File: src/rtl/xbar_cfg_pkg.sv
`timescale 1ns/1ps
package xbar_cfg_pkg;
    localparam int BYTE_W = 8;

    typedef enum logic [2:0] {
        XOP_ROUTE  = 3'd0,
        XOP_PAIR   = 3'd1,
        XOP_QUERY  = 3'd2,
        XOP_COMMIT = 3'd3,
        XOP_CLEAR  = 3'd4,
        XOP_DROP   = 3'd5,
        XOP_UNPAIR = 3'd6,
        XOP_BAD    = 3'd7
    } xop_e;

    typedef enum logic [1:0] {
        ST_OPCODE,
        ST_OPND_A,
        ST_OPND_B,
        ST_REPLY
    } pstate_e;

    typedef enum logic [2:0] {
        TA_NONE,
        TA_ROUTE,
        TA_PAIR,
        TA_DROP,
        TA_UNPAIR,
        TA_COMMIT,
        TA_CLEAR
    } tact_e;
endpackage

File: src/rtl/xbar_cmd_parser.sv
`timescale 1ns/1ps
module xbar_cmd_parser
    import xbar_cfg_pkg::*;
#(
    parameter int PW = 5
) (
    input  logic              clk,
    input  logic              rst_n,
    input  logic [BYTE_W-1:0] cmd_data,
    input  logic              cmd_valid,
    output logic              cmd_ready,
    output logic [BYTE_W-1:0] rsp_data,
    output logic              rsp_valid,
    input  logic              rsp_ready,
    output tact_e             act_o,
    output logic [PW-1:0]     a_o,
    output logic [PW-1:0]     b_o,
    output logic [PW-1:0]     qry_idx_o,
    input  logic              qry_en_i,
    input  logic [PW-1:0]     qry_sel_i,
    output logic              opc_phase_o
);
    pstate_e           st_q, st_d;
    xop_e              op_q, op_d;
    logic [PW-1:0]     a_q, a_d;
    logic [BYTE_W-1:0] rsp_q, rsp_d;
    logic              fire;
    logic              op_ok;
    logic [PW-1:0]     opnd;

    assign cmd_ready   = (st_q != ST_REPLY);
    assign rsp_valid   = (st_q == ST_REPLY);
    assign rsp_data    = rsp_q;
    assign opc_phase_o = (st_q == ST_OPCODE);
    assign fire        = cmd_valid && cmd_ready;
    assign opnd        = cmd_data[PW-1:0];
    assign op_ok       = (cmd_data[BYTE_W-1:3] == '0) && (cmd_data[2:0] != XOP_BAD);

    // state register
    always_ff @(posedge clk or negedge rst_n) begin
        if (!rst_n) begin
            st_q  <= ST_OPCODE;
            op_q  <= XOP_ROUTE;
            a_q   <= '0;
            rsp_q <= '0;
        end else begin
            st_q  <= st_d;
            op_q  <= op_d;
            a_q   <= a_d;
            rsp_q <= rsp_d;
        end
    end

    // next state and outputs
    always_comb begin
        st_d      = st_q;
        op_d      = op_q;
        a_d       = a_q;
        rsp_d     = rsp_q;
        act_o     = TA_NONE;
        a_o       = a_q;
        b_o       = opnd;
        qry_idx_o = opnd;
        unique case (st_q)
            ST_OPCODE: begin
                if (fire && op_ok) begin
                    op_d = xop_e'(cmd_data[2:0]);
                    if (cmd_data[2:0] == XOP_COMMIT) begin
                        act_o = TA_COMMIT;
                    end else if (cmd_data[2:0] == XOP_CLEAR) begin
                        act_o = TA_CLEAR;
                    end else begin
                        st_d = ST_OPND_A;
                    end
                end
            end
            ST_OPND_A: begin
                if (fire) begin
                    a_d = opnd;
                    if (op_q == XOP_QUERY) begin
                        rsp_d = '0;
                        if (qry_en_i) begin
                            rsp_d[BYTE_W-1] = 1'b1;
                            rsp_d[PW-1:0]   = qry_sel_i;
                        end
                        st_d = ST_REPLY;
                    end else if (op_q == XOP_DROP) begin
                        act_o = TA_DROP;
                        a_o   = opnd;
                        st_d  = ST_OPCODE;
                    end else begin
                        st_d = ST_OPND_B;
                    end
                end
            end
            ST_OPND_B: begin
                if (fire) begin
                    case (op_q)
                        XOP_ROUTE:  act_o = TA_ROUTE;
                        XOP_PAIR:   act_o = TA_PAIR;
                        XOP_UNPAIR: act_o = TA_UNPAIR;
                        default:    act_o = TA_NONE;
                    endcase
                    st_d = ST_OPCODE;
                end
            end
            ST_REPLY: begin
                if (rsp_ready) begin
                    st_d = ST_OPCODE;
                end
            end
        endcase
    end
endmodule

File: src/rtl/xbar_route_table.sv
`timescale 1ns/1ps
module xbar_route_table
    import xbar_cfg_pkg::*;
#(
    parameter int NPORT = 32,
    parameter int PW    = 5
) (
    input  logic                clk,
    input  logic                rst_n,
    input  tact_e               act_i,
    input  logic [PW-1:0]       a_i,
    input  logic [PW-1:0]       b_i,
    input  logic [PW-1:0]       qry_idx_i,
    output logic                qry_en_o,
    output logic [PW-1:0]       qry_sel_o,
    output logic [NPORT*PW-1:0] sel_o,
    output logic [NPORT-1:0]    en_o
);
    logic [NPORT-1:0] ac_en;
    logic [NPORT*PW-1:0] ac_sel;

    for (genvar i = 0; i < NPORT; i++) begin : g_ent
        localparam logic [PW-1:0] IDX = PW'(i);
        logic          sh_en_q, ac_en_q;
        logic [PW-1:0] sh_sel_q, ac_sel_q;
        logic          unpair_hit;

        assign unpair_hit = sh_en_q &&
                            (((IDX == b_i) && (sh_sel_q == a_i)) ||
                             ((IDX == a_i) && (sh_sel_q == b_i)));

        always_ff @(posedge clk or negedge rst_n) begin
            if (!rst_n) begin
                sh_en_q  <= 1'b0;
                sh_sel_q <= '0;
                ac_en_q  <= 1'b0;
                ac_sel_q <= '0;
            end else begin
                case (act_i)
                    TA_CLEAR: begin
                        sh_en_q  <= 1'b0;
                        sh_sel_q <= '0;
                        ac_en_q  <= 1'b0;
                        ac_sel_q <= '0;
                    end
                    TA_COMMIT: begin
                        ac_en_q  <= sh_en_q;
                        ac_sel_q <= sh_sel_q;
                    end
                    TA_ROUTE: begin
                        if (IDX == b_i) begin
                            sh_en_q  <= 1'b1;
                            sh_sel_q <= a_i;
                        end
                    end
                    TA_PAIR: begin
                        if (IDX == b_i) begin
                            sh_en_q  <= 1'b1;
                            sh_sel_q <= a_i;
                        end else if (IDX == a_i) begin
                            sh_en_q  <= 1'b1;
                            sh_sel_q <= b_i;
                        end
                    end
                    TA_DROP: begin
                        if (IDX == a_i) begin
                            sh_en_q  <= 1'b0;
                            sh_sel_q <= '0;
                        end
                    end
                    TA_UNPAIR: begin
                        if (unpair_hit) begin
                            sh_en_q  <= 1'b0;
                            sh_sel_q <= '0;
                        end
                    end
                    default: ;
                endcase
            end
        end

        assign ac_en[i]             = ac_en_q;
        assign ac_sel[i*PW +: PW]   = ac_sel_q;
    end

    assign en_o      = ac_en;
    assign sel_o     = ac_sel;
    assign qry_en_o  = ac_en[qry_idx_i];
    assign qry_sel_o = ac_sel[qry_idx_i*PW +: PW];
endmodule

File: src/rtl/xbar_cfg_ctrl.sv
`timescale 1ns/1ps
module xbar_cfg_ctrl
    import xbar_cfg_pkg::*;
#(
    parameter int NPORT = 32
) (
    input  logic                         clk,
    input  logic                         rst_n,
    input  logic [7:0]                   cmd_data,
    input  logic                         cmd_valid,
    output logic                         cmd_ready,
    output logic [7:0]                   rsp_data,
    output logic                         rsp_valid,
    input  logic                         rsp_ready,
    output logic [NPORT*$clog2(NPORT)-1:0] sel_o,
    output logic [NPORT-1:0]             en_o
);
    localparam int PW = $clog2(NPORT);

    tact_e         act;
    logic [PW-1:0] a_sel, b_sel, qry_idx, qry_sel;
    logic          qry_en;
    logic          opc_phase;

    xbar_cmd_parser #(.PW(PW)) u_parser (
        .clk         (clk),
        .rst_n       (rst_n),
        .cmd_data    (cmd_data),
        .cmd_valid   (cmd_valid),
        .cmd_ready   (cmd_ready),
        .rsp_data    (rsp_data),
        .rsp_valid   (rsp_valid),
        .rsp_ready   (rsp_ready),
        .act_o       (act),
        .a_o         (a_sel),
        .b_o         (b_sel),
        .qry_idx_o   (qry_idx),
        .qry_en_i    (qry_en),
        .qry_sel_i   (qry_sel),
        .opc_phase_o (opc_phase)
    );

    xbar_route_table #(.NPORT(NPORT), .PW(PW)) u_table (
        .clk       (clk),
        .rst_n     (rst_n),
        .act_i     (act),
        .a_i       (a_sel),
        .b_i       (b_sel),
        .qry_idx_i (qry_idx),
        .qry_en_o  (qry_en),
        .qry_sel_o (qry_sel),
        .sel_o     (sel_o),
        .en_o      (en_o)
    );
endmodule

File: config.mk
export PLATFORM = sky130hd
export DESIGN_NAME = xbar_cfg_ctrl
export DESIGN_NICKNAME = d
export VERILOG_FILES = /design/src/rtl/xbar_cfg_pkg.sv /design/src/rtl/xbar_cmd_parser.sv /design/src/rtl/xbar_route_table.sv /design/src/rtl/xbar_cfg_ctrl.sv
export SDC_FILE = /design/constraint.sdc
export NUM_CORES = 1
export LEC_CHECK = 0
export BUFFER_PORTS_ARGS = -buffer_cell sky130_fd_sc_hd__clkbuf_2
export CAP_MARGIN = 20
export CORE_UTILIZATION = 30
export CTS_CLUSTER_SIZE = 40
export DETAILED_ROUTE_END_ITERATION = 12
export GPL_TIMING_DRIVEN = 0
export PLACE_DENSITY = 0.43
export REMOVE_ABC_BUFFERS = 1
export SYNTH_ARGS = -nofsm -noshare
export SYNTH_HDL_FRONTEND = slang
export SYNTH_SLANG_ARGS = --single-unit
File: constraint.sdc
create_clock -name clk -period 5.6 [get_ports clk]
set_clock_uncertainty 0.1 [all_clocks]
set_input_delay 0.84 -clock clk [delete_from_list [all_inputs] [get_ports clk]]
set_output_delay 0.84 -clock clk [all_outputs]
set_load 0.03 [all_outputs]
# ---- Word level (Yosys, flattened, before mapping)
# Index checks and enable logic that the tools add are counted.
dict set report totals {
  ramBits 0
  romBits 0
  wordCells 1060
  latch_bits 0
  out_inout_bits 202
  register_bits 400
  input_bits 12
  n_memories 0
}
dict set report classes {
  reduce_logical 174
  mux 474
  add_sub_neg 0
  magnitude_cmp 1
  div 0
  shifts 1
  n_bitwise 0
  eq_ne 277
  mul 1
}
# operator count
set op_table {}
lappend op_table {{2-to-1 mux 5 bit} 165}
lappend op_table {{one-hot mux 5 bit (5 select lines)} 32}
lappend op_table {{equality test 5 bit} 64}
lappend op_table {{one-hot mux 5 bit (2 select lines)} 32}
lappend op_table {{!= test 2 x 1 -> 1 bit, second input constant} 100}
lappend op_table {{2-to-1 mux 1 bit} 162}
lappend op_table {{equality test 5 bit, first input constant} 32}
lappend op_table {{one-hot mux 1 bit (5 select lines)} 32}
lappend op_table {{AND reduction 5 bit} 32}
lappend op_table {{indexed part select 160 x 9 -> 5 bit} 1}
lappend op_table {{logical AND 1 bit} 99}
lappend op_table {{!= test 3 x 1 -> 1 bit, second input constant} 32}
lappend op_table {{equality test 4 x 5 -> 1 bit, first input constant} 16}
lappend op_table {{one-hot mux 1 bit (2 select lines)} 32}
lappend op_table {{equality test 3 x 5 -> 1 bit, first input constant} 8}
lappend op_table {{logical OR 1 bit} 32}
lappend op_table {{equality test 2 x 5 -> 1 bit, first input constant} 4}
lappend op_table {{equality test 3 bit, second input constant} 6}
lappend op_table {{2-to-1 mux 2 bit} 9}
lappend op_table {{2-to-1 mux 3 bit} 6}
lappend op_table {{one-hot mux 3 bit (3 select lines)} 2}
lappend op_table {{zero test 5 bit} 3}
lappend op_table {{equality test 3 x 2 -> 1 bit, second input constant} 4}
lappend op_table {{equality test 1 x 5 -> 1 bit, first input constant} 2}
lappend op_table {{other kinds (16)} 21}

# ---- Longest topological paths before layout
dict set report depth {
  depth_word 11
  ltp_mapped 12
  depth_no_buf 7
}

# ---- Modules after synthesis
# From an unflattened synthesis, not the netlist that was laid out.
dict set report unflattened {
  hier_cells 2357
  area_unflattened_um2 25025.3
}
# mod area_each_um2 instances cells_per_inst seq_area_each_um2
set by_module_without_submodules {}
lappend by_module_without_submodules {xbar_route_table 23941.7 1 2251 9609.2}
lappend by_module_without_submodules {xbar_cmd_parser 1083.5 1 106 400.4}

# ---- Worst setup path after synthesis
# Ideal clock, no wire load.
dict set report synth_timing {
  path_type {input to register}
  from {input port cmd_valid}
  to {register u_table.g_ent[26].sh_en_q}
  arrival_time_ps 3481
  path_stages 10
  setup_slack_ps 1895
  required_ps 5375
  setup_time_ps 125
  path_buffers 3
  cell_sequence {buf_2 > and4bb_1 > buf_6 > and3_4 > buf_6 > or3_1 > a22o_1 > or4_4 > a311oi_4 > mux2_2}
}
dict set report synth_via {
  elab_chain_cells 9
  word_cells_on_any_way 26
  cone_classes {eq/ne: 11; mux: 7; reduce/logical: 8}
}
# element line
set synth_rtl {}
lappend synth_rtl {{from (decl)} xbar_cfg_ctrl.sv:10} ;# input logic cmd_valid,
lappend synth_rtl {{logical AND 1 bit *} xbar_cmd_parser.sv:35} ;# assign fire = cmd_valid && cmd_ready;
lappend synth_rtl {{2-to-1 mux 5 bit} xbar_cmd_parser.sv:78} ;# if (fire) begin
lappend synth_rtl {{2-to-1 mux 5 bit} xbar_cmd_parser.sv:64} ;# unique case (st_q)
lappend synth_rtl {{equality test 5 bit (on tied branches)} -}
lappend synth_rtl {{logical AND 1 bit (on tied branches)} {xbar_route_table.sv:29, xbar_route_table.sv:30}}
lappend synth_rtl {{logical OR 1 bit} xbar_route_table.sv:29} ;# (((IDX == b_i) && (sh_sel_q == a_i)) ||
lappend synth_rtl {{logical AND 1 bit} xbar_route_table.sv:28} ;# assign unpair_hit = sh_en_q &&
lappend synth_rtl {{!= test 2 x 1 -> 1 bit (no line)} -}
lappend synth_rtl {{AND reduction 5 bit (no line)} -}
lappend synth_rtl {{to (signal assigned)} xbar_route_table.sv:34} ;# sh_en_q <= 1'b0;
lappend synth_rtl {{to (signal assigned)} xbar_route_table.sv:41} ;# sh_en_q <= 1'b0;
lappend synth_rtl {{to (signal assigned)} xbar_route_table.sv:52} ;# sh_en_q <= 1'b1;
lappend synth_rtl {{to (decl)} xbar_route_table.sv:24} ;# logic sh_en_q, ac_en_q;
# Mark *: on every way between the ends. The rest lies on a longest branch, timed or not.
# A chain may end at the register's enable or synchronous reset.

# ---- Final worst setup path
dict set report layout_timing {
  from {register u_parser.op_q[0]}
  to {register u_table.g_ent[14].sh_en_q}
}
dict set report layout_via {
  elab_chain_cells 11
  word_cells_on_any_way 33
  cone_classes {eq/ne: 15; mux: 11; reduce/logical: 7}
}
# element line
set layout_rtl {}
lappend layout_rtl {{from (decl)} xbar_cmd_parser.sv:24} ;# xop_e op_q, op_d;
lappend layout_rtl {{from (signal assigned)} xbar_cmd_parser.sv:48} ;# op_q <= op_d;
lappend layout_rtl {{equality test 3 bit} xbar_cmd_parser.sv:87} ;# end else if (op_q == XOP_DROP) begin
lappend layout_rtl {{2-to-1 mux 5 bit} xbar_cmd_parser.sv:87}
lappend layout_rtl {{2-to-1 mux 5 bit} xbar_cmd_parser.sv:80} ;# if (op_q == XOP_QUERY) begin
lappend layout_rtl {{2-to-1 mux 5 bit} xbar_cmd_parser.sv:78}
lappend layout_rtl {{2-to-1 mux 5 bit} xbar_cmd_parser.sv:64}
lappend layout_rtl {{equality test 5 bit or equality test 4 x 5 -> 1 bit (tied branches)} -}
lappend layout_rtl {{logical AND 1 bit (on tied branches)} {xbar_route_table.sv:29, xbar_route_table.sv:30}}
lappend layout_rtl {{logical OR 1 bit} xbar_route_table.sv:29}
lappend layout_rtl {{logical AND 1 bit} xbar_route_table.sv:28}
lappend layout_rtl {{!= test 2 x 1 -> 1 bit (no line)} -}
lappend layout_rtl {{AND reduction 5 bit (no line)} -}
lappend layout_rtl {{to (signal assigned)} xbar_route_table.sv:34}
lappend layout_rtl {{to (signal assigned)} xbar_route_table.sv:41}
lappend layout_rtl {{to (signal assigned)} xbar_route_table.sv:52}
lappend layout_rtl {{to (decl)} xbar_route_table.sv:24}
# Parallel ways exist; a longest one is shown, timed or not.

==> impl_metrics.json <==
{
  "cts_hold_buf": 0,
  "post_cts_buffers": 0,
  "routed_wl_um": 106000,
  "drive_gt1_frac": 0.2687,
  "vias": 20664,
  "end_kind": "flip-flop",
  "drv_cap": 0,
  "setup_viol": 0,
  "synth_cell_types": 70,
  "clkTransAtPathRegs_ps": 70,
  "fin_crit_ps": 5459,
  "p_per_area_mw_per_mm2": 348.0,
  "core_area_mm2": 0.07926,
  "place_hpwl_um": 71130,
  "drc_errors": 0,
  "route.detailed.wl_per_inst_um": 30.55,
  "clk_latency_ps": 600,
  "critical_path.max_fanout": 73,
  "cts-root-buf": "clkbuf_16",
  "syn_area_mm2": 0.02412,
  "wl_met3_um": 7446,
  "synth_edf_count": 0,
  "dpl_worst_slack_ps": 100.3,
  "layout_common_cells": "399 x dfrtp_1, 205 x clkbuf_2, 198 x a22o_1",
  "grt_pass1_vias": 20153,
  "clock-sinks": 400,
  "cts_buffers": 49,
  "nets": 2393,
  "cts_tree": "done",
  "status": "complete, no violations",
  "max-vdd-ir-drop_mv": 0.1944,
  "avgSynthCellArea_um2": 10.47,
  "hold_viol_final": 0,
  "grt_max_degree": 102,
  "critPathArrivalTime_ps": 5840,
  "first_iter_violations": 1917,
  "seq_area_frac_synth": 0.4150,
  "num_rows": 103,
  "initial_core_util": 0.3043,
  "critical_path_class": "reg -> reg",
  "final_common_cell": "dfrtp_1",
  "synth-seq-cells": 400,
  "dieHeight_um": 285.5,
  "via_per_inst": 5.955,
  "max_freq_mhz": 183.2,
  "antenna_left": 0,
  "routed.top_layer": "met5",
  "antenna_found_initial": 7,
  "syn_inst": 2303,
  "grt_pass1_wl_um": 153000,
  "cts_buffer_depth": 3,
  "synth-async-reset-ratio": 1.000,
  "io_buffers": 211,
  "area_growth_syn_to_layout_pct": 17.41,
  "min_path_type": "in -> async",
  "ys.flop_type": "dfrtp_1",
  "ios": 214,
  "rsz0062_at_grt": "false",
  "required_ps": 5980,
  "tightest_slew_ps": 1234,
  "start_kind": "flip-flop",
  "gp_congestion": 0.8868,
  "die_w_um": 285.5,
  "wl_met1_um": 47120,
  "grtUsageTotal": 0.2564,
  "overflow": 0,
  "final.fill_count": 7912,
  "maxSlewHeadroom": 0.1773,
  "dieArea_mm2": 0.08153,
  "met2_length_um": 48050,
  "firstDrtPassIters": 7,
  "h-tree-depth": 2,
  "maxSlewViolCount": 0,
  "postLayoutSetupSlackWorst_ps": 140.9,
  "p_leak_nw": 12.90,
  "period_share": 0.9748,
  "setup_tns_ps": 0,
  "yosysWarningCount": 0,
  "cts_resized": 0
}
==> metrics by stage <==
stage	cell area, um2	utilization	hold slack [ps]	power (mW)	cells
floorplan	23000	-	396.2	5.006	2062
global placement	25370	0.3201	361.1	6.238	3323
detailed placement	26650	0.3362	377.3	6.483	3379
CTS	28310	0.3571	65.11	9.860	3468
global route	28310	0.3572	78.74	10.21	3469
finish	28320	0.3573	68.68	9.854	3470
==> synthesized netlist by cell type, types with 7 or more instances <==
cell	n	share of area
nor4b_1	7	0.0025
xnor2_1	93	0.034
nand2b_1	7	0.0018
nor2_1	64	0.010
buf_2	48	0.010
a311oi_1	22	0.0080
o31ai_1	17	0.0053
a41oi_1	7	0.0025
nand4_1	20	0.0052
nor4_1	35	0.0091
nand2_1	151	0.024
a311oi_2	17	0.011
nand3_1	54	0.011
clkbuf_1	131	0.020
and3_1	44	0.011
dfrtp_1	400	0.42
buf_4	36	0.011
a22oi_1	19	0.0059
xor2_1	146	0.053
a31oi_1	9	0.0023
nand4b_1	9	0.0033
mux2i_1	11	0.0046
a22o_1	198	0.072
mux2_2	189	0.088
or3_1	56	0.015
buf_1	25	0.0039
o21ai_1	9	0.0019
a21oi_1	105	0.022
nor3_1	25	0.0052
mux2_1	9	0.0042
o21ai_0	191	0.040
mux4_2	60	0.056
inv_1	10	0.0016
==> where the power goes <==
group | switching (mW) | total [mW] | internal (mW)
Combinational | 1.92 | 3.02 | 1.10
Sequential | 0.416 | 3.49 | 3.08
Clock | 1.34 | 3.35 | 2.01
Total | 3.67 | 9.85 | 6.18
==> routing by layer <==
metal / GRT usage / up-vias
met4: 0.08663 / 2
met3: 0.03947 / 181
met1: 0.3677 / 10767
met5: 0 / -
li1: - / 8733
met2: 0.3918 / 981
==> final timing paths <==
check / start / endpoint / slack [ps] / cells after the start
setup / recovery: u_parser.op_q[0]$_DFFE_PN0P_ / u_table.g_ent[14].sh_en_q$_DFFE_PN0P_ / 140 / 8
hold / removal: rst_n / u_table.g_ent[1].ac_sel_q[2]$_DFFE_PN0P_ / 70 / 1
setup reg to reg: u_parser.op_q[0]$_DFFE_PN0P_ / u_table.g_ent[14].sh_en_q$_DFFE_PN0P_ / 140 / 8
hold reg to reg: u_parser.rsp_data[7]$_DFFE_PN0P_ / u_parser.rsp_data[7]$_DFFE_PN0P_ / 380 / 2
max in group asynchronous: rst_n / u_table.g_ent[28].ac_sel_q[0]$_DFFE_PN0P_ / 3990 / 3
min in group clk: u_parser.rsp_data[7]$_DFFE_PN0P_ / u_parser.rsp_data[7]$_DFFE_PN0P_ / 380 / 2
==> area by class of cell <==
cell class	count	area, um2	share of cell area
diodes	1	2.502	0.00008837
clock buffers	80	1505	0.05316
clock inverters	9	152.6	0.005391
inverters	10	37.54	0.001326
multi-input cells	1652	13130	0.4636
flip-flops and latches	400	10010	0.3536
well taps	1050	1314	0.04640
repair buffers	268	2165	0.07644
==> flip-flops by register name, summed over array words and instances (netlist names) <==
name / count
u_parser.rsp_data: 6
u_parser.op_q: 3
u_table.g_ent.ac_sel_q: 160
u_table.g_ent.sh_sel_q: 160
u_table.g_ent.sh_en_q: 32
u_table.g_ent.ac_en_q: 32
u_parser.a_q: 5
u_parser.st_q: 2
==> kinds of logic (layout without fill, tap and decap cells) <==
group,count (synthesis),count (layout),synth area share
AO/OA/AOI/OAI,627,627,0.1852
XOR/XNOR,239,239,0.08679
buffers and inverters,252,367,0.04794
flip-flops,400,400,0.4150
multiplexers,269,269,0.1530
other,1,3,0.0001555
AND/OR/NAND/NOR,515,515,0.1118
==> worst max-delay path, cell delays in order, from the launching register on <==
cell and delay [ps]:
dfrtp_4 1090, nand2_1 620, o21ai_4 920, buf_16 260, nand2_1 680, xnor2_1 440
a41oi_1 220, a2111oi_4 580, mux2_2 400
Power figures use the tool's default switching activity.
